### config.mk
export PLATFORM = sky130hd
export DESIGN_NAME = chardisp_dma
export DESIGN_NICKNAME = d
export VERILOG_FILES = /design/src/rtl/chardisp_pkg.sv /design/src/rtl/chardisp_ctrl.sv /design/src/rtl/chardisp_datapath.sv /design/src/rtl/chardisp_dma.sv
export SDC_FILE = /design/constraint.sdc
export NUM_CORES = 1
export LEC_CHECK = 0
export BUFFER_PORTS_ARGS = -buffer_cell sky130_fd_sc_hd__buf_4
export CAP_MARGIN = 20
export CORE_ASPECT_RATIO = 1.4
export CORE_MARGIN = 2
export CORE_UTILIZATION = 40
export CTS_CLUSTER_DIAMETER = 50
export DETAILED_ROUTE_END_ITERATION = 10
export PLACE_DENSITY = 0.59
export SYNTH_ARGS = -nofsm -noshare
export SYNTH_HDL_FRONTEND = slang
export SYNTH_HIERARCHICAL = 1
export SYNTH_SLANG_ARGS = --single-unit
### constraint.sdc
create_clock -name clk -period 6.5 [get_ports clk]
set_input_delay 1.3 -clock clk [delete_from_list [all_inputs] [get_ports clk]]
set_output_delay 1.3 -clock clk [all_outputs]
set_load 0.01 [all_outputs]
### src/rtl/chardisp_pkg.sv
package chardisp_pkg;

  // One-bit strobes passed from the timing control to the datapath.
  typedef struct packed {
    logic codeFetch;   // issue a screen-memory read
    logic codeStore;   // capture returned code into the line buffer
    logic glyphFetch;  // issue a character-generator read
    logic shiftLoad;   // load next glyph byte into the pixel shifter
    logic shiftStep;   // advance the shifter by one glyph pixel
    logic stallSet;    // start holding the processor
    logic stallClr;    // release the processor
    logic pixActive;   // dot lies in the character window
    logic pixVisible;  // dot lies in the visible area
    logic hsOn;        // dot lies in horizontal sync
    logic vsOn;        // line lies in vertical sync
  } dispStrobes_t;

endpackage

### src/rtl/chardisp_ctrl.sv
module chardisp_ctrl
  import chardisp_pkg::*;
#(
  parameter int PIX_REP = 2,
  parameter int H_VIS   = 800,
  parameter int H_FP    = 40,
  parameter int H_SYNC  = 128,
  parameter int H_BP    = 88,
  parameter int V_VIS   = 600,
  parameter int V_FP    = 1,
  parameter int V_SYNC  = 4,
  parameter int V_BP    = 23,
  parameter int ACT_X0  = 80,
  parameter int ACT_Y0  = 100,
  parameter int COLS    = 40,
  parameter int ROWS    = 25,
  parameter int COL_W   = 6,
  parameter int ROW_W   = 5
) (
  input  logic             clk,
  input  logic             rst,
  output dispStrobes_t     strb,
  output logic [COL_W-1:0] codeCol,
  output logic [COL_W-1:0] glyphCol,
  output logic [ROW_W-1:0] rowIdx,
  output logic [2:0]       lineInChar
);

  localparam int CELL      = 8 * PIX_REP;
  localparam int H_TOTAL   = H_VIS + H_FP + H_SYNC + H_BP;
  localparam int V_TOTAL   = V_VIS + V_FP + V_SYNC + V_BP;
  localparam int ROW_LINES = 8 * PIX_REP;
  localparam int ACT_X1    = ACT_X0 + COLS * CELL;
  localparam int ACT_Y1    = ACT_Y0 + ROWS * ROW_LINES;
  localparam int CELL0     = ACT_X0 / CELL;
  localparam int HW        = $clog2(H_TOTAL);
  localparam int VW        = $clog2(V_TOTAL);
  localparam int CPW       = $clog2(CELL);
  localparam int CIW       = $clog2(H_TOTAL / CELL + 1);

  logic [HW-1:0]  hDot;
  logic [VW-1:0]  vLine;
  logic [CPW-1:0] cellPh;
  logic [CIW-1:0] cellIdx;

  // Raster position counters; the cell phase and index track hDot.
  always_ff @(posedge clk) begin
    if (rst) begin
      hDot    <= '0;
      vLine   <= '0;
      cellPh  <= '0;
      cellIdx <= '0;
    end else if (hDot == HW'(H_TOTAL - 1)) begin
      hDot    <= '0;
      cellPh  <= '0;
      cellIdx <= '0;
      vLine   <= (vLine == VW'(V_TOTAL - 1)) ? '0 : vLine + VW'(1);
    end else begin
      hDot <= hDot + HW'(1);
      if (cellPh == CPW'(CELL - 1)) begin
        cellPh  <= '0;
        cellIdx <= cellIdx + CIW'(1);
      end else begin
        cellPh <= cellPh + CPW'(1);
      end
    end
  end

  int hI, vI, phI, ciI, lrI;
  assign hI  = int'(hDot);
  assign vI  = int'(vLine);
  assign phI = int'(cellPh);
  assign ciI = int'(cellIdx);
  assign lrI = vI - ACT_Y0;

  logic vAct, badLine, codeWin, glyphWin;

  always_comb begin
    vAct     = (vI >= ACT_Y0) && (vI < ACT_Y1);
    badLine  = vAct && ((lrI % ROW_LINES) == 0);
    codeWin  = (ciI >= CELL0 - 2) && (ciI < CELL0 - 2 + COLS);
    glyphWin = (ciI >= CELL0 - 1) && (ciI < CELL0 - 1 + COLS);

    strb            = '0;
    strb.codeFetch  = badLine && codeWin && (phI == 0);
    strb.codeStore  = badLine && codeWin && (phI == 2);
    strb.glyphFetch = vAct && glyphWin && (phI == 0);
    strb.shiftLoad  = (phI == CELL - 1);
    strb.shiftStep  = ((phI % PIX_REP) == PIX_REP - 1);
    strb.stallSet   = badLine && (ciI == CELL0 - 3) && (phI == 0);
    strb.stallClr   = badLine && (ciI == CELL0 + COLS - 3) && (phI == 2);
    strb.pixActive  = vAct && (hI >= ACT_X0) && (hI < ACT_X1);
    strb.pixVisible = (hI < H_VIS) && (vI < V_VIS);
    strb.hsOn       = (hI >= H_VIS + H_FP) && (hI < H_VIS + H_FP + H_SYNC);
    strb.vsOn       = (vI >= V_VIS + V_FP) && (vI < V_VIS + V_FP + V_SYNC);
  end

  // Column being fetched this cell; the code stream leads glyphs by one cell.
  assign codeCol    = COL_W'(ciI - (CELL0 - 2));
  assign glyphCol   = COL_W'(ciI - (CELL0 - 1));
  assign rowIdx     = vAct ? ROW_W'(lrI / ROW_LINES) : '0;
  assign lineInChar = 3'((lrI / PIX_REP) % 8);

endmodule

### src/rtl/chardisp_datapath.sv
module chardisp_datapath
  import chardisp_pkg::*;
#(
  parameter int          ADDR_W       = 16,
  parameter int          COLS         = 40,
  parameter int          COL_W        = 6,
  parameter int          ROW_W        = 5,
  parameter int          SCREEN_BASE  = 'h0400,
  parameter int          CHARGEN_BASE = 'h1000,
  parameter logic [11:0] FG_RGB       = 12'hFFF,
  parameter logic [11:0] BG_RGB       = 12'h22A
) (
  input  logic              clk,
  input  logic              rst,
  input  dispStrobes_t      strb,
  input  logic [COL_W-1:0]  codeCol,
  input  logic [COL_W-1:0]  glyphCol,
  input  logic [ROW_W-1:0]  rowIdx,
  input  logic [2:0]        lineInChar,
  input  logic [7:0]        codeData,
  input  logic [7:0]        glyphData,
  output logic              codeRd,
  output logic [ADDR_W-1:0] codeAddr,
  output logic              glyphRd,
  output logic [ADDR_W-1:0] glyphAddr,
  output logic              cpuStall,
  output logic              hSync,
  output logic              vSync,
  output logic [11:0]       rgb
);

  logic [7:0] lineBuf [COLS];
  logic [7:0] pixShift;

  // Line buffer: one code per column, refilled on each row's first line.
  always_ff @(posedge clk) begin
    if (rst) begin
      for (int i = 0; i < COLS; i++) lineBuf[i] <= '0;
    end else if (strb.codeStore) begin
      lineBuf[codeCol] <= codeData;
    end
  end

  // Memory request issue.
  always_ff @(posedge clk) begin
    if (rst) begin
      codeRd    <= 1'b0;
      codeAddr  <= '0;
      glyphRd   <= 1'b0;
      glyphAddr <= '0;
    end else begin
      codeRd  <= strb.codeFetch;
      glyphRd <= strb.glyphFetch;
      if (strb.codeFetch)
        codeAddr <= ADDR_W'(SCREEN_BASE + int'(rowIdx) * COLS + int'(codeCol));
      if (strb.glyphFetch)
        glyphAddr <= ADDR_W'(CHARGEN_BASE + int'(lineBuf[glyphCol]) * 8
                             + int'(lineInChar));
    end
  end

  // Processor hold window.
  always_ff @(posedge clk) begin
    if (rst)                cpuStall <= 1'b0;
    else if (strb.stallSet) cpuStall <= 1'b1;
    else if (strb.stallClr) cpuStall <= 1'b0;
  end

  // Pixel shifter and registered video outputs.
  always_ff @(posedge clk) begin
    if (rst) begin
      pixShift <= '0;
      hSync    <= 1'b0;
      vSync    <= 1'b0;
      rgb      <= '0;
    end else begin
      if (strb.shiftLoad)      pixShift <= glyphData;
      else if (strb.shiftStep) pixShift <= {pixShift[6:0], 1'b0};
      hSync <= strb.hsOn;
      vSync <= strb.vsOn;
      if (!strb.pixVisible)                    rgb <= '0;
      else if (strb.pixActive && pixShift[7])  rgb <= FG_RGB;
      else                                     rgb <= BG_RGB;
    end
  end

endmodule

### src/rtl/chardisp_dma.sv
module chardisp_dma
  import chardisp_pkg::*;
#(
  parameter int          ADDR_W       = 16,
  parameter int          SCREEN_BASE  = 'h0400,
  parameter int          CHARGEN_BASE = 'h1000,
  parameter int          PIX_REP      = 2,
  parameter int          H_VIS        = 800,
  parameter int          H_FP         = 40,
  parameter int          H_SYNC       = 128,
  parameter int          H_BP         = 88,
  parameter int          V_VIS        = 600,
  parameter int          V_FP         = 1,
  parameter int          V_SYNC       = 4,
  parameter int          V_BP         = 23,
  parameter int          ACT_X0       = 80,
  parameter int          ACT_Y0       = 100,
  parameter int          COLS         = 40,
  parameter int          ROWS         = 25,
  parameter logic [11:0] FG_RGB       = 12'hFFF,
  parameter logic [11:0] BG_RGB       = 12'h22A
) (
  input  logic              clk,
  input  logic              rst,
  output logic              codeRd,
  output logic [ADDR_W-1:0] codeAddr,
  input  logic [7:0]        codeData,
  output logic              glyphRd,
  output logic [ADDR_W-1:0] glyphAddr,
  input  logic [7:0]        glyphData,
  output logic              cpuStall,
  output logic              hSync,
  output logic              vSync,
  output logic [11:0]       rgb
);

  localparam int COL_W = (COLS > 1) ? $clog2(COLS) : 1;
  localparam int ROW_W = (ROWS > 1) ? $clog2(ROWS) : 1;

  dispStrobes_t     strb;
  logic [COL_W-1:0] codeCol, glyphCol;
  logic [ROW_W-1:0] rowIdx;
  logic [2:0]       lineInChar;

  chardisp_ctrl #(
    .PIX_REP(PIX_REP), .H_VIS(H_VIS), .H_FP(H_FP), .H_SYNC(H_SYNC), .H_BP(H_BP),
    .V_VIS(V_VIS), .V_FP(V_FP), .V_SYNC(V_SYNC), .V_BP(V_BP),
    .ACT_X0(ACT_X0), .ACT_Y0(ACT_Y0), .COLS(COLS), .ROWS(ROWS),
    .COL_W(COL_W), .ROW_W(ROW_W)
  ) u_ctrl (
    .clk(clk), .rst(rst), .strb(strb), .codeCol(codeCol), .glyphCol(glyphCol),
    .rowIdx(rowIdx), .lineInChar(lineInChar)
  );

  chardisp_datapath #(
    .ADDR_W(ADDR_W), .COLS(COLS), .COL_W(COL_W), .ROW_W(ROW_W),
    .SCREEN_BASE(SCREEN_BASE), .CHARGEN_BASE(CHARGEN_BASE),
    .FG_RGB(FG_RGB), .BG_RGB(BG_RGB)
  ) u_dp (
    .clk(clk), .rst(rst), .strb(strb), .codeCol(codeCol), .glyphCol(glyphCol),
    .rowIdx(rowIdx), .lineInChar(lineInChar), .codeData(codeData),
    .glyphData(glyphData), .codeRd(codeRd), .codeAddr(codeAddr),
    .glyphRd(glyphRd), .glyphAddr(glyphAddr), .cpuStall(cpuStall),
    .hSync(hSync), .vSync(vSync), .rgb(rgb)
  );

endmodule

# [Word-level counts from Yosys, hierarchy flattened]
# Memory sizes are Yosys's and may differ from the RTL's.
# Index checks and enable logic that the tools add are counted.
[totals] in_bits=18 elab_cells=95 memories=1 ramBits=320 output_inout_bits=49 regBits=89
[classes] multipliers=1 n_mux=15 n_addsub=13 eq_ne=7 n_bitwise=3 n_reduce_logical=28 order_cmp=14
[mem_list] memory="u_dp.lineBuf" words=40 word_bits=8 read_ports=1 rd_ports_with_merged_regs=0 write_ports=40 line_no="chardisp_datapath.sv:32" source="logic [7:0] lineBuf [COLS];"
[ops] cell="$logic_not A32 Y1" n=2
[ops] cell="$lt A11 B10 Y1 const B" n=3
[ops] cell="$mux W8" n=3
[ops] cell="$lt A10 B10 Y1 const B" n=2
[ops] cell="$logic_and A1 B1 Y1" n=19
[ops] cell="$add A12 B16 Y16 const A" n=1
[ops] cell="$add A16 B4 Y16" n=1
[ops] cell="$add A16 B7 Y16" n=1
[ops] cell="$add A13 B11 Y14 const A" n=1
[ops] cell="$lt A7 B6 Y1 const B" n=2
[ops] cell="$mux W12" n=1
[ops] cell="$add A11 B1 Y11 const B" n=1
[ops] cell="$eq A11 B11 Y1 const B" n=1
[ops] cell="$ge A11 B10 Y1 const B" n=1
[ops] cell="$ge A11 B7 Y1 const B" n=1
[ops] cell="$sub A10 B7 Y11 const B" n=1
[ops] cell="$add A10 B1 Y10 const B" n=1
[ops] cell="$eq A10 B10 Y1 const B" n=1
[ops] cell="$ge A10 B10 Y1 const B" n=1
[ops] cell="$ge A10 B7 Y1 const B" n=1
[ops] cell="$lt A10 B9 Y1 const B" n=1
[ops] cell="$mux W10" n=1
[ops] cell="$mul A5 B3 Y8 const B" n=1
[ops] cell="$mux W1" n=8
[ops] cell="other kinds (22)" n=25

# [Depth between registers and ports, before layout]
[depth] word_depth=12 depth_mapped=19 ltp_nobuf=19

# [Modules after synthesis]
# The synthesis kept the hierarchy.
[modules_own_cells] module="chardisp_datapath" seq_area_each_um2=16155.5 cells_each=1595 instances=1 area_each_um2=24053.1
[modules_own_cells] module="chardisp_ctrl" seq_area_each_um2=640.6 cells_each=280 instances=1 area_each_um2=2267.2

# [Worst setup path before layout]
# OpenSTA, ideal clock, no wires.
[synth_timing] kind="flip-flop to flip-flop" from="register u_ctrl.vLine[2]" to="register u_dp.codeAddr[9]" setup_time_ps=86 stages_incl_launch_ff=19 n_path_buf=0 path_slack_ps=2886 t_arrival_ps=3529 t_required_ps=6414 period_less_slack_ps=3614 path_cell_list="dfxtp_1 inv_1 ha_1 nand2b_1 a31oi_1 and3_1 ha_1 and4_1 o21ai_0 xor2_1 nor2_1 ha_1 ha_1 fa_1 xor2_1 nand2_1 nor2_1 xnor2_1 a211oi_1"
[synth_between] elab_chain_len=8 word_cells_on_any_way=15 classes_between="4 x add/sub; 1 x mul; 2 x order compare; 1 x mux; 1 x bitwise; 6 x reduce/logical"
[synth_lines] item="start: declaration" line_no="chardisp_ctrl.sv:42" source="logic [VW-1:0] vLine;"
[synth_lines] item="start signal: assignment" line_no="chardisp_ctrl.sv:57" source="vLine <= (vLine == VW'(V_TOTAL - 1)) ? '0 : vLine + VW'(1);"
[synth_lines] item="$sub A10 B7 Y11" line_no="chardisp_ctrl.sv:74" source="assign lrI = vI - ACT_Y0;"
[synth_lines] item="$reduce_or A4 Y1 (no line)"
[synth_lines] item="$and A1 B1 Y1 (no line)"
[synth_lines] item="$add A5 B1 Y5 (no line)"
[synth_lines] item="$mux W5 *" line_no="chardisp_ctrl.sv:101" source="assign rowIdx = vAct ? ROW_W'(lrI / ROW_LINES) : '0;"
[synth_lines] item="named net rowIdx[3]" line_no="chardisp_dma.sv:42" source="logic [ROW_W-1:0] rowIdx;"
[synth_lines] item="$mul A5 B3 Y8 *" line_no="chardisp_datapath.sv:55" source="codeAddr <= ADDR_W'(SCREEN_BASE + int'(rowIdx) * COLS + int'(codeCol));"
[synth_lines] item="$add A12 B16 Y16 *" line_no="chardisp_datapath.sv:55"
[synth_lines] item="$add A16 B7 Y16 *" line_no="chardisp_datapath.sv:55"
[synth_lines] item="end signal: assignment" line_no="chardisp_datapath.sv:55"
[synth_lines] item="end: declaration" line_no="chardisp_datapath.sv:23" source="output logic [ADDR_W-1:0] codeAddr,"
# The timed path passes the listed nets; every way through them passes the cells marked *.
# A chain may end at the register's enable or synchronous reset.

==> results.yml <==
status:
  outcome: "finished, final reports clean"
cts:
  clk_pin_slew_ns: 0.06
  cts.sinks: 583
  post_cts_resized: 0
  cts-root-buf: "clkbuf_16"
  cts_tree: "built"
  cts_made_buffers: 59
  cts_hold_buf: 0
  clock_latency_ns: 0.63
  htree_num_levels: 2
  clock_path_buffers: 3
  postCtsSetupBuffers: 0
setup_path:
  cp-start-kind: "flop"
  timing.rr.end: "u_dp/lineBuf[25][3]"
  crit_fanout: 99
  arrival_ns: 4.35
  r2r_start: "u_ctrl/cellIdx[2]"
  ff2ff_path_depth: 10
  worst_ep_required_time_ns: 6.82
  end_kind: "flop"
  crit_type: "flop to flop"
  reg2reg_slack_ns: 2.47
global_route:
  track_usage: 0.194
  antenna_found_initial: 0
  grt_start_max_net_pins: 100
  grt_overflow: 0
  grt_pass1_wl_mm: 97.2
  grt_pass1_vias: 15305
yosys:
  yosysSeqAreaShare: 0.638
  synthSimpleGateAreaFrac: 0.146
  synthMostInstantiatedCell: "edfxtp_1"
  syn_area_sq_um: 26300
  synth.area.top_cells: "edfxtp_1 58%, and2_1 7.7%, mux2i_1 5.6%"
  yosys.area.top_type: "edfxtp_1"
  synth_top_family_by_area: "simple AND/OR/NAND/NOR gates"
  yosysTopAreaCellShare: 0.584
  synth_fa_ha_area_frac: 0.0172
  muxShareOfSynthArea: 0.112
  async_flop_share: 0
  synth-edff-count: 512
  yosysWarnings: 6
  avgSynthCellArea_sq_um: 14.0
  synthTopCellsByCount: "512 x edfxtp_1, 323 x and2_1, 147 x nor2_1"
  synth_cells: 1875
  synth_ff_type: "edfxtp_1"
  synth-seq-cells: 583
  synth_compound_area_frac: 0.0424
  yosysUniqueCellTypes: 58
  synth-xor-area-share: 0.0150
placed_design:
  dp.cells: 2663
  pre_cts_slack_ns: 2.44
  place_area_sq_um: 27300
  place_congestion: 0.826
  io_buffers: 58
  hpwl_mm: 41.6
final_layout:
  final_layout_size_suffix_gt1_frac: 0.141
  syn_to_final_growth_pct: 11.4
  num-fill-cells: 5809
  seq_area_sq_um: 16800
  fin_nets: 1932
  final_cells: 2776
  num_antenna_cells: 0
  design_area_sq_um: 29300
  multi_input_area_sq_um: 8780
min_path:
  holdPathStages: 2
  holdCritPathClass: "flop to flop"
  whs_endpoint: "u_dp/glyphAddr[12]"
  hold_start: "u_dp/glyphAddr[12]"
timing:
  worst_slack_ns: 2.47
  rsz0062_at_grt: "false"
  relSlewSlack: 0.326
  fmax_mhz: 248
  min_period_ns: 4.03
  fin_crit_sh: 0.620
  tns_ns: 0
  hold_violations: 0
  skew_ns: 0.0237
  setup_violations: 0
  drv_slew: 0
  tightest_slew_ns: 1.01
power_and_ir_drop:
  power.density_nw_per_um2: 271
  leakagePower_nw: 10.9
  peakVddDrop_mv: 0.214
floorplanning:
  fp.coreArea_sq_um: 65300
  start_util: 0.403
  die_area_sq_um: 67900
  die_h_microns: 308
  dieWidth_microns: 221
  pin_count: 67
  fp-row-count: 111
drt:
  drtAntennaViolNets: 0
  drc: 0
  first_iter_violations: 1126
  vias: 15133
  vias_per_cell: 5.45
  wirelength_mm: 65.5
  drt_first_pass_iters: 6
  wl_per_cell_microns: 23.6
flow_run:
  drv_cap: 0
## layout make-up
type | count | share of cell area
clock buffer | 71 | 0.0526
clock inverter | 40 | 0.0162
inverter | 26 | 0.00358
multi-input combinational | 1136 | 0.300
sequential | 583 | 0.573
tap | 847 | 0.0361
timing repair buffer | 73 | 0.0191
## cells by family (layout without fill, tap and decap cells)
group / count (synthesis) / count (layout)
buf+inv: 163 / 210
fa+ha+maj: 35 / 35
xor+xnor: 45 / 45
simple gates: 683 / 683
other cells: 1 / 8
compound gates: 155 / 155
flops: 583 / 583
mux: 210 / 210
## placed cells by master, fill, tap and decap left out, types with 4 or more instances in the layout
cell,n
o21ai_0,9
nor3_1,9
edfxtp_1,512
or2_2,40
buf_4,70
bufinv_16,9
nor3b_1,12
a22oi_1,96
conb_1,8
a21o_1,4
clkbuf_16,60
inv_6,5
clkbuf_1,11
mux2i_1,146
inv_1,25
and3_1,11
a221o_1,8
nor2_1,146
dfxtp_1,70
xnor2_1,29
clkinv_1,11
inv_8,4
nor2b_1,10
ha_1,33
nand2_1,34
mux4_2,55
mux4_1,9
and2_1,323
a21oi_1,22
nand3_1,50
clkinv_2,6
a211oi_1,4
a31oi_1,4
xor2_1,16
nand4_1,19
## state kept, by name, indices dropped and copies added (netlist names)
signal          flops
u_dp/lineBuf      512
u_dp/codeAddr      12
u_dp/glyphAddr     12
u_ctrl/hDot        11
u_ctrl/vLine       10
u_dp/pixShift       8
u_ctrl/cellIdx      7
u_ctrl/cellPh       4
u_dp/rgb            2
u_dp/codeRd         1
u_dp/cpuStall       1
u_dp/glyphRd        1
u_dp/hSync          1
u_dp/vSync          1
## power breakdown
part | internal, W | total (W) | switching, W
sequential | 0.00417 | 0.00422 | 0.0000496
clock | 0.00206 | 0.00353 | 0.00147
combinational | 0.0000534 | 0.000196 | 0.000142
## routing by layer
| metal | global-route usage | share of wire | vias up |
|---|---|---|---|
| li1 | - | - | 6869 |
| met1 | 0.240 | 0.40 | 7648 |
| met2 | 0.347 | 0.52 | 509 |
| met3 | 0.0265 | 0.050 | 107 |
| met4 | 0.0617 | 0.030 | 0 |
| met5 | 0 | 0 | - |
## worst max-delay path by stage
stage,to,startpoint,slack [ns],depth (start not counted)
floorplan,u_dp/codeAddr[9],u_ctrl/vLine[2],2.89,18
global placement,u_dp/lineBuf[23][5],u_ctrl/cellIdx[2],2.46,8
detailed placement,u_dp/lineBuf[23][2],u_ctrl/cellIdx[2],2.44,8
CTS,u_dp/lineBuf[23][2],u_ctrl/cellIdx[2],2.44,9
global route,u_dp/lineBuf[19][1],u_ctrl/cellIdx[2],2.16,10
finish,u_dp/lineBuf[25][3],u_ctrl/cellIdx[2],2.47,10
## through the flow
step                hold WS, ns  power, W  utilization
CTS                       0.484   0.00802        0.449
global placement          0.456   0.00449        0.418
detailed placement        0.471   0.00450        0.418
finish                    0.477   0.00795        0.449
floorplan                 0.437   0.00438            -
global route              0.485   0.00818        0.449
## critical path, stage by stage (launching register included)
cell     delay [ns]
dfxtp_1        0.44
inv_8          0.60
ha_1           0.30
nand2_1        0.08
a31oi_1        0.17
nand3_1        0.11
nor2_1         0.17
nor3b_1        0.41
nand2_1        0.55
nor2_1         0.56
or2_2          0.32
No activity file was read; power rests on OpenSTA's default activity.
